===== src/rtl/hcc_pkg.sv =====
package hcc_pkg;
  localparam int BIT_RUN   = 0;
  localparam int BIT_MEM   = 1;
  localparam int BIT_IE    = 2;
  localparam int BIT_WDT   = 3;
  localparam int BIT_HDB0  = 4;
  localparam int NUM_BELLS = 2;
  localparam int BIT_CDB0  = BIT_HDB0 + NUM_BELLS;
  localparam int REG_W     = BIT_CDB0 + NUM_BELLS;
endpackage


===== src/rtl/hcc_hold_timer.sv =====
module hcc_hold_timer #(
  parameter int HOLD_CYCLES = 2500
) (
  input  logic clk,
  input  logic rst,
  input  logic run,
  output logic busy
);
  localparam int CW = $clog2(HOLD_CYCLES + 1);
  localparam logic [CW-1:0] RELOAD = CW'(HOLD_CYCLES);

  logic [CW-1:0] cnt_q;

  always_ff @(posedge clk) begin
    if (rst || !run) cnt_q <= RELOAD;
    else if (cnt_q != '0) cnt_q <= cnt_q - 1'b1;
  end

  assign busy = (cnt_q != '0);

  p_reload_r4: assert property (@(posedge clk) disable iff (rst)
    !run |=> busy);
  p_count_down_r4: assert property (@(posedge clk) disable iff (rst)
    (run && busy && $past(run)) |=> (cnt_q < $past(cnt_q)) || !run);
endmodule


===== src/rtl/hcc_doorbell.sv =====
module hcc_doorbell (
  input  logic clk,
  input  logic rst,
  input  logic set,
  input  logic clr,
  output logic flag
);
  always_ff @(posedge clk) begin
    if (rst) flag <= 1'b0;
    else     flag <= set | (flag & ~clr);
  end

  p_set_wins_r10: assert property (@(posedge clk) disable iff (rst)
    set |=> flag);
  p_clear_r8: assert property (@(posedge clk) disable iff (rst)
    (clr && !set) |=> !flag);
  p_hold_r9: assert property (@(posedge clk) disable iff (rst)
    (!set && !clr) |=> flag == $past(flag));
endmodule


===== src/rtl/hcc_regs.sv =====
module hcc_regs
  import hcc_pkg::*;
#(
  parameter int HOLD_CYCLES = 2500
) (
  input  logic                 clk,
  input  logic                 rst,
  input  logic                 host_wr,
  input  logic [REG_W-1:0]     host_wdata,
  output logic [REG_W-1:0]     host_rdata,
  input  logic [NUM_BELLS-1:0] card_ring,
  input  logic [NUM_BELLS-1:0] card_ack,
  input  logic                 wdog_expired,
  output logic                 cpu_halt,
  output logic                 led_red,
  output logic                 mem_dec_en,
  output logic                 host_irq,
  output logic [NUM_BELLS-1:0] card_irq
);
  logic run_q, mem_q, ie_q, wdt_q;
  logic hold_busy;
  logic [NUM_BELLS-1:0] hdb, cdb;

  always_ff @(posedge clk) begin
    if (rst) begin
      run_q <= 1'b0;
      mem_q <= 1'b0;
      ie_q  <= 1'b0;
    end else if (host_wr) begin
      run_q <= host_wdata[BIT_RUN];
      mem_q <= host_wdata[BIT_MEM];
      ie_q  <= host_wdata[BIT_IE];
    end
  end

  always_ff @(posedge clk) begin
    if (rst || !run_q) wdt_q <= 1'b0;
    else if (wdog_expired) wdt_q <= 1'b1;
  end

  hcc_hold_timer #(.HOLD_CYCLES(HOLD_CYCLES)) u_hold (
    .clk (clk),
    .rst (rst),
    .run (run_q),
    .busy(hold_busy)
  );

  for (genvar ch = 0; ch < NUM_BELLS; ch++) begin : g_bell
    hcc_doorbell u_to_host (
      .clk (clk),
      .rst (rst),
      .set (card_ring[ch]),
      .clr (host_wr & host_wdata[BIT_HDB0+ch]),
      .flag(hdb[ch])
    );
    hcc_doorbell u_to_card (
      .clk (clk),
      .rst (rst),
      .set (host_wr & host_wdata[BIT_CDB0+ch]),
      .clr (card_ack[ch]),
      .flag(cdb[ch])
    );
  end

  logic stop_d;
  assign stop_d = !run_q || hold_busy || wdt_q;

  always_ff @(posedge clk) begin
    if (rst) begin
      cpu_halt   <= 1'b1;
      led_red    <= 1'b1;
      mem_dec_en <= 1'b0;
      host_irq   <= 1'b0;
      card_irq   <= '0;
    end else begin
      cpu_halt   <= stop_d;
      led_red    <= stop_d;
      mem_dec_en <= mem_q;
      host_irq   <= ie_q && (hdb != '0);
      card_irq   <= cdb;
    end
  end

  assign host_rdata = {cdb, hdb, wdt_q, ie_q, mem_q, run_q};

  p_stopped_halts_r1: assert property (@(posedge clk) disable iff (rst)
    !run_q |=> cpu_halt && led_red);
  p_timeout_halts_r3: assert property (@(posedge clk) disable iff (rst)
    wdt_q |=> cpu_halt && led_red);
  p_wdt_clear_r5: assert property (@(posedge clk) disable iff (rst)
    !run_q |=> !wdt_q);
  p_wdt_sticky_r5: assert property (@(posedge clk) disable iff (rst)
    (wdt_q && run_q) |=> wdt_q);
  p_irq_gate_r7: assert property (@(posedge clk) disable iff (rst)
    host_irq |-> $past(ie_q) && ($past(hdb) != '0));
  p_wdt_ignored_r12: assert property (@(posedge clk) disable iff (rst)
    (!run_q && !wdt_q) |=> !wdt_q);
endmodule


===== config.mk =====
export PLATFORM = sky130hd
export DESIGN_NAME = hcc_regs
export DESIGN_NICKNAME = d
export VERILOG_FILES = /design/src/rtl/hcc_pkg.sv /design/src/rtl/hcc_hold_timer.sv /design/src/rtl/hcc_doorbell.sv /design/src/rtl/hcc_regs.sv
export SDC_FILE = /design/constraint.sdc
export NUM_CORES = 1
export LEC_CHECK = 0
export ABC_AREA = 1
export BUFFER_PORTS_ARGS = -buffer_cell sky130_fd_sc_hd__buf_2
export CELL_PAD_IN_SITES_DETAIL_PLACEMENT = 1
export CELL_PAD_IN_SITES_GLOBAL_PLACEMENT = 1
export CORE_MARGIN = 5
export CORE_UTILIZATION = 39
export DETAILED_ROUTE_END_ITERATION = 10
export HOLD_SLACK_MARGIN = 0.03
export PLACE_DENSITY_LB_ADDON = 0.05
export RECOVER_POWER = 100
export SLEW_MARGIN = 10
export SYNTH_ARGS = -nofsm -noshare
export SYNTH_HDL_FRONTEND = slang
export SYNTH_SLANG_ARGS = --single-unit

===== constraint.sdc =====
create_clock -name clk -period 3.6 [get_ports clk]
set_input_delay 0.9 -clock clk [delete_from_list [all_inputs] [get_ports clk]]
set_output_delay 0.9 -clock clk [all_outputs]
set_load 0.02 [all_outputs]

==> impl_metrics.toml, run 1 <==
[outcome]
outcome = "completed"

[sta]
finalSetupViolCount = 0
max_slew_margin = 0.729
fin_setup_tns_ns = 0
rsz0062_at_grt = "false"
period_share = 0.541
whs_ns = 0.466
finalHoldViolations = 0
finClkSkew_ns = 0.00204
fmax_mhz = 514
period_needed_ns = 1.95
drv_slew = 0
worst_pin_slew_ns = 0.407
setup_ws_ns = 1.65

[clock_network]
postCtsSetupRepairBufs = 0
clkLatencyLatePin_ns = 0.32
post_cts_resized = 0
clockBufferDepth = 2
root_buffer = "clkbuf_4"
cts_buffers = 3
cts_sinks = 25
cts_hold_buf = 0
tritoncts = "done"
htreeDepth = 1
path_clk_slew_ns = 0.14

[worst_setup_path]
r2r-start = "u_hold.cnt_q[0]"
setup.worst_path.start_class = "input port"
critPathMaxFanout = 9
ff2ff_setup_slack_ns = 2.21
reg2reg_to = "u_hold.cnt_q[11]"
cp.required_ns = 3.83
worstSetupEndpointType = "flop"
ff2ff_path_depth = 7
arrival_ns = 2.18
path_class = "input port to flop"

[grt]
grt_pass1_wl_um = 4330
grt_start_max_net_pins = 15
track_usage = 0.130
grt-ovfl-total = 0
grt_pass1_vias = 989
antenna_found_initial = 0

[power]
leakage_nw = 0.587
ir_drop_mv = 0.149
power_density_nw_per_um2 = 364

[floorplan]
die_height_um = 65.4
die-area_sq_um = 4280
die_w_um = 65.4
num_io_pins = 30
initial_core_util = 0.399
fp.coreArea_sq_um = 3000
rows = 20

[place]
gp_congestion = 0.772
placed_area_sq_um = 1310
dpl.cell_count = 215
io_buffers = 28
pre_cts_ws_ns = 1.82
dp_hpwl_um = 2130

[finish]
final_cell_mix = "nand2_1, dfxtp_1, nor2_1, inv_1, clkbuf_1"
fin_cells = 219
regArea_sq_um = 500
final_common_cell = "nand2_1"
design_area_sq_um = 1310
drive_above_1_share = 0.172
nNetsFinal = 205
fillers = 418
multi_input_area_sq_um = 536
syn2layout_area_growth_pct = 9.19
num_antenna_cells = 0

[flow_run]
cap_violations = 0

[hold_path]
whs_endpoint = "mem_dec_en"
holdCritStartpoint = "mem_q"
hp-class = "flop to flop"
hold_path_depth = 2

[synthesis]
syn_area_per_cell_sq_um = 7.31
async_flop_share = 0
synth_top_cell_by_area = "dfxtp_1"
synth_area_leaders = "dfxtp_1, nand2_1, nor2_1, inv_1, buf_4"
synth_cells = 164
synth_top_cell_area_share = 0.418
synth_edf_count = 0
syn_area_sq_um = 1200
synthFlopType = "dfxtp_1"
synth_warnings = 0
synth_fp_nets = 182
yosysSeqAreaShare = 0.418
yosys_register_bits = 25
synth_cell_types = 23

[routing]
viasPerCell = 4.86
num_vias = 1064
drt_iter0_markers = 39
wl_per_cell_um = 12.2
drt-total-wl_um = 2680
drc = 0
antenna_left = 0
drt_pre_antenna_iters = 4
power breakdown:
group	internal, mW	switching [mW]
sequential	0.286	0.00581
combinational	0.0193	0.0366
clock	0.0416	0.0869
how the worst max path moves through the flow:
stage               startpoint               end  slack (ns)
floorplan                  rst  u_hold.cnt_q[10]        2.04
global placement           rst  u_hold.cnt_q[10]        1.83
detailed placement         rst  u_hold.cnt_q[10]        1.82
CTS                      run_q     host_rdata[0]        1.76
global route               rst  u_hold.cnt_q[10]        1.54
finish                     rst  u_hold.cnt_q[10]        1.65
Yosys cell counts, types with 3 or more instances:
master and n:
nor3_1 4, nand2_2 4, nor2_4 4, nand3_1 13, o21ai_0 5, inv_1 19, inv_2 3, buf_4 9
nor2_2 4, nand2_1 32, nor2_1 23, dfxtp_1 25, a21oi_1 6
flip-flops by register name, summed over array words and instances, names as in the netlist:
register and flops:
card_irq 2, host_irq 1, mem_dec_en 1, u_hold.cnt_q 12
ie_q 1, wdt_q 1, g_bell.u_to_card.flag 2, led_red 1
g_bell.u_to_host.flag 2, run_q 1, mem_q 1
cells by family (layout without fill, tap and decap cells):
| kind of cell | after synthesis | count (layout) | share of synthesized area |
|---|---|---|---|
| flip-flops | 25 | 25 | 0.418 |
| adder cells (fa/ha/maj) | 2 | 2 | 0.0209 |
| AND/OR/NAND/NOR | 90 | 90 | 0.362 |
| buffers and inverters | 32 | 54 | 0.129 |
| AO/OA/AOI/OAI | 14 | 14 | 0.0626 |
| XOR/XNOR | 1 | 1 | 0.00731 |
stage by stage:
stage / utilization / total power [mW]
2_1_floorplan: - / 0.343
3_3_place_gp: 0.435 / 0.356
3_5_place_dp: 0.435 / 0.358
4_1_cts: 0.445 / 0.489
5_1_grt: 0.436 / 0.502
6_report: 0.436 / 0.476
worst max-delay path, stage by stage:
cell and delay, ns:
clkbuf_1 0.32, inv_1 0.22, nand2_1 0.35, inv_1 0.18, nand2_1 0.14, nor2_1 0.06
final cells by class:
class | instances | share of cell area
sequential | 25 | 0.382
timing repair buffer | 28 | 0.0927
multi-input combinational | 107 | 0.409
tap | 33 | 0.0315
clock inverter | 1 | 0.00382
inverter | 22 | 0.0631
clock buffer | 3 | 0.0172
metal layers:
layer  part of all wire  up-vias  GRT usage
met1               0.48      495      0.163
met4              0.010        0     0.0466
met5                  0        -          0
met3              0.035        4     0.0239
met2               0.48       17      0.223
li1                   -      548          -
Note: power is estimated with default switching activity, not from simulation.
==> run 2: changes to the inputs <==
- CORE_UTILIZATION: 39 -> 36
- clock period: 3.6 -> 1.92 ns (I/O delays scaled with it)
==> run 2 against run 1 <==
Sequential power up 88%. Count of clock-buffer cells in the layout up 1. Global-route usage up 0.57 points. Setup slack worse by 1.2 ns. Clock power up 87%. Non-clock buffer count unchanged. Total power up 87%. Cell count up 5.9%. Combinational power up 86%. Sequential cell count unchanged. Highest routed layer unchanged.
==> impl_metrics.toml, run 2 (synthesis results as in run 1) <==
[sta]
max_slew_margin = 0.742
setup_ws_ns = 0.419
finalSetupViolCount = 0
finClkSkew_ns = 0.00961
fmax_mhz = 666
period_needed_ns = 1.50
rsz0062_at_grt = "false"
fin_setup_tns_ns = 0
drv_slew = 0
finalHoldViolations = 0
worst_pin_slew_ns = 0.387
period_share = 0.782

[finish]
largest_register_ffs = 12
final_common_cell = "nand2_1"
fillers = 446
num_antenna_cells = 0
syn2layout_area_growth_pct = 10.2
drive_above_1_share = 0.161
final_cell_mix = "nand2_1, dfxtp_1, nor2_1, inv_1, clkbuf_1"
nNetsFinal = 205
design_area_sq_um = 1320
regMostFlops = "u_hold.cnt_q"

[floorplan]
die_height_um = 67.7
die-area_sq_um = 4580
num_io_pins = 30
rows = 21
die_w_um = 67.7
fp.coreArea_sq_um = 3280
initial_core_util = 0.365

[flow_run]
cap_violations = 0

[power]
ir_drop_mv = 0.264
leakage_nw = 0.583
power_density_nw_per_um2 = 676

[clock_network]
cts_hold_buf = 0
clockBufferDepth = 2
cts_buffers = 3
path_clk_slew_ns = 0.14
post_cts_resized = 0
htreeDepth = 1
tritoncts = "done"
root_buffer = "clkbuf_4"
postCtsSetupRepairBufs = 0
clkLatencyLatePin_ns = 0.32
cts_sinks = 25

[place]
dp_hpwl_um = 2170
io_buffers = 28
pre_cts_ws_ns = 0.505
placed_area_sq_um = 1320
gp_congestion = 0.728

[worst_setup_path]
ff2ff_path_depth = 7
ff2ff_setup_slack_ns = 0.42
crit_path_end = "u_hold.cnt_q[11]"
setup.worst_path.start_class = "flop"
r2r-start = "u_hold.cnt_q[0]"
worstSetupEndpointType = "flop"
arrival_ns = 1.73
cp.required_ns = 2.15
path_class = "flop to flop"
critPathLaunch = "u_hold.cnt_q[0]"
critPathMaxFanout = 8
reg2reg_to = "u_hold.cnt_q[11]"

[hold_path]
hp-class = "input port to flop"

[routing]
num_vias = 1066
drt_pre_antenna_iters = 3
wl_per_cell_um = 11.4
viasPerCell = 4.59
drt-total-wl_um = 2650
antenna_left = 0
drc = 0
drt_iter0_markers = 34

[grt]
grt-ovfl-total = 0
grt_start_max_net_pins = 14
grt_pass1_wl_um = 4750
antenna_found_initial = 0
grt_pass1_vias = 1133
track_usage = 0.136

[outcome]
outcome = "completed"
run 2: cell count changes in the layout (fill, tap and decap cells not counted), sizes merged:
cell,before,now
clkbuf,18,19
clkinv,1,0
run 2: final cells by class:
| cell class | instances | area [sq um] | area share |
|---|---|---|---|
| inverter | 22 | 82.6 | 0.0625 |
| timing repair buffer | 28 | 121 | 0.0919 |
| tap | 46 | 57.6 | 0.0436 |
| multi-input combinational | 107 | 533 | 0.403 |
| clock buffer | 4 | 26.3 | 0.0199 |
| sequential | 25 | 500 | 0.379 |
run 2: power by group:
| part | internal [mW] | total (mW) | switching [mW] |
|---|---|---|---|
| logic | 0.0361 | 0.104 | 0.0680 |
| registers | 0.537 | 0.548 | 0.0112 |
| clock network | 0.0812 | 0.241 | 0.160 |
| total | 0.654 | 0.893 | 0.239 |
run 2: critical path: stages, from the launching register on:
cell     delay [ns]
dfxtp_1        0.33
inv_1          0.18
ha_1           0.25
nand2_1        0.10
nor2_4         0.13
nand2_1        0.21
nand3_1        0.16
nand2_1        0.06
run 2: worst min-delay path by stage:
stage	from	endpoint	cells after the start
after floorplan	mem_q	mem_dec_en	2
after global placement	mem_q	mem_dec_en	2
after detailed placement	g_bell[0].u_to_card.flag	card_irq[0]	2
after CTS	card_ack[1]	g_bell[1].u_to_card.flag	2
after global routing	card_ack[1]	g_bell[1].u_to_card.flag	2
final	card_ack[0]	g_bell[0].u_to_card.flag	2
run 2: metal layers:
layer | GRT usage | share of wire | vias to the layer above
li1 | - | - | 547
met1 | 0.155 | 0.44 | 494
met2 | 0.249 | 0.50 | 21
met3 | 0.0216 | 0.040 | 4
met4 | 0.0532 | 0.013 | 0
met5 | 0 | 0 | -
run 2: per-stage QoR:
step | hold WS [ns] | total power, mW | instances | utilization
after floorplan | 0.425 | 0.644 | 164 | -
after global placement | 0.430 | 0.668 | 228 | 0.403
after detailed placement | 0.438 | 0.672 | 228 | 0.403
after CTS | 0.323 | 0.914 | 232 | 0.411
after global routing | 0.313 | 0.942 | 232 | 0.402
final | 0.328 | 0.893 | 232 | 0.402
==> run 3: changes to the inputs <==
- ABC_AREA: 1 -> 0
- CORE_UTILIZATION: 36 -> 37
- clock period: 1.92 -> 1.43 ns (I/O delays scaled with it)
==> run 3 against run 2 <==
Sequential share of layout area decreased by 4.7 points. Combinational power increased by 74%. The run now ends with negative setup slack left. Sequential power increased by 33%. Hold slack got worse by 0.089 ns. Maximum frequency decreased by 5.8%. Via count decreased by 5.5%. Synthesized cell count decreased by 26%. Setup slack got worse by 0.58 ns. Wire length increased by 4.2%.
==> impl_metrics.toml, run 3 <==
[synthesis]
synth_top_cell_area_share = 0.446
synth_area_leaders = "dfxtp_1, buf_4, nor2_1, a21oi_1, mux2i_1"
netlist_top_cells_count = "dfxtp_1, nor2_1, a21oi_1, buf_4, nand2_1"
synth_cell_types = 36
async_flop_share = 0
synth_top_cell_by_area = "dfxtp_1"
yosys_register_bits = 25
synth_cells = 122
yosysMostFrequentCell = "dfxtp_1"
synth_edf_count = 0
syn_area_per_cell_sq_um = 9.20
syn_area_sq_um = 1120
synth_warnings = 0
yosysSeqAreaShare = 0.446
synthFlopType = "dfxtp_1"
synth_fp_nets = 140

[worst_setup_path]
ff2ff_setup_slack_ns = -0.16
r2r-start = "u_hold.cnt_q[3]"
ff2ff_path_depth = 4
setup.worst_path.start_class = "flop"
cp.required_ns = 1.66
path_class = "flop to flop"
critPathMaxFanout = 5
reg2reg_to = "u_hold.cnt_q[2]"
worstSetupEndpointType = "flop"
arrival_ns = 1.82

[routing]
viasPerCell = 5.06
num_vias = 1007
drt-total-wl_um = 2760
drc = 0
antenna_left = 0
wl_per_cell_um = 13.9
drt_iter0_markers = 18
drt_pre_antenna_iters = 3

[finish]
design_area_sq_um = 1520
nNetsFinal = 185
fin_cells = 199
regArea_sq_um = 504
regMostFlops = "u_hold.cnt_q"
drive_above_1_share = 0.386
num_antenna_cells = 0
fillers = 369
final_common_cell = "buf_4"
final_cell_mix = "buf_4, dfxtp_1, clkbuf_1, buf_2, nor2_1"
multi_input_area_sq_um = 616
largest_register_ffs = 12
syn2layout_area_growth_pct = 35.2

[power]
leakage_nw = 0.611
power_density_nw_per_um2 = 808
ir_drop_mv = 0.440

[place]
dp_hpwl_um = 2110
placed_area_sq_um = 1400
pre_cts_ws_ns = -0.328
dpl.cell_count = 193
io_buffers = 28
gp_congestion = 0.737

[grt]
grt-ovfl-total = 0
track_usage = 0.146
grt_pass1_vias = 1110
grt_start_max_net_pins = 14
antenna_found_initial = 0
grt_pass1_wl_um = 4760

[outcome]
violations = "negative setup slack"
outcome = "complete, but fails checks"

[floorplan]
num_io_pins = 30
fp.coreArea_sq_um = 2980
die_height_um = 65.1
initial_core_util = 0.377
die-area_sq_um = 4230
rows = 20
die_w_um = 65.1

[sta]
rsz0062_at_grt = "true"
finalHoldViolations = 0
finClkSkew_ns = 0.00581
period_share = 1.11
finalSetupViolCount = 12
worst_pin_slew_ns = 0.296
fmax_mhz = 628
drv_slew = 0
period_needed_ns = 1.59
max_slew_margin = 0.801
setup_ws_ns = -0.163

[clock_network]
clockBufferDepth = 2
tritoncts = "done"
clkLatencyLatePin_ns = 0.32
cts_buffers = 3
path_clk_slew_ns = 0.13
htreeDepth = 1
cts_sinks = 25
root_buffer = "clkbuf_4"

[hold_path]
hold_path_depth = 3
holdCritStartpoint = "wdog_expired"
whs_endpoint = "wdt_q"
hp-class = "input port to flop"

[flow_run]
cap_violations = 0
run 3: worst max-delay path, cell delays in order, from the launching register on:
cell and delay [ns]:
dfxtp_2 0.35, or4_4 0.58, o31ai_4 0.35, xor2_1 0.17, nand2_1 0.06
run 3: report_power, final:
part	switching [mW]	internal [mW]	total, mW
clock network	0.206	0.109	0.315
logic	0.0943	0.0864	0.181
registers	0.0130	0.718	0.731
total	0.313	0.913	1.23
run 3: routing by layer:
metal,GRT usage,vias up,share of wire
met5,0,-,0
met4,0.0622,0,0.017
met3,0.0347,4,0.037
met2,0.289,20,0.54
met1,0.142,482,0.41
li1,-,501,-
run 3: logic make-up after synthesis:
group                    synth area share
adder cells (fa/ha/maj)            0.0223
AND/OR/NAND/NOR                     0.252
XOR/XNOR                           0.0234
flip-flops                          0.446
AO/OA/AOI/OAI                       0.127
buffers and inverters              0.0936
multiplexers                       0.0357
run 3: worst max-delay path by stage:
stage                                from              end  slack, ns
final                     u_hold.cnt_q[3]  u_hold.cnt_q[2]      -0.16
after global routing      u_hold.cnt_q[1]  u_hold.cnt_q[2]      -0.26
after CTS                 u_hold.cnt_q[3]  u_hold.cnt_q[2]      -0.18
after detailed placement  u_hold.cnt_q[5]  u_hold.cnt_q[8]      -0.33
after global placement    u_hold.cnt_q[5]  u_hold.cnt_q[8]      -0.26
after floorplan           u_hold.cnt_q[3]  u_hold.cnt_q[2]      -0.18
run 3: area by class of cell:
class                   instances  share of cell area
repair buffers                 53               0.208
clock buffers                   4              0.0173
well taps                      33              0.0272
multi-input cells              80               0.406
flip-flops and latches         25               0.332
inverters                       4             0.00989
run 3: what timing repair did:
action                     in CTS  in global routing
hold buffers                    0                  0
gates resized for setup        15                  4
buffers inserted                0                  2
setup endpoints to repair      13                 13
pin swaps                      11                  5
run 3: per-stage QoR:
step | util | hold slack, ns | TNS (ns) | power [mW]
floorplan | - | 0.429 | -0.871 | 0.852
global placement | 0.470 | 0.450 | -1.99 | 0.902
detailed placement | 0.470 | 0.466 | -2.33 | 0.909
CTS | 0.505 | 0.229 | -1.35 | 1.24
global route | 0.510 | 0.226 | -2.19 | 1.29
finish | 0.510 | 0.239 | -1.23 | 1.23
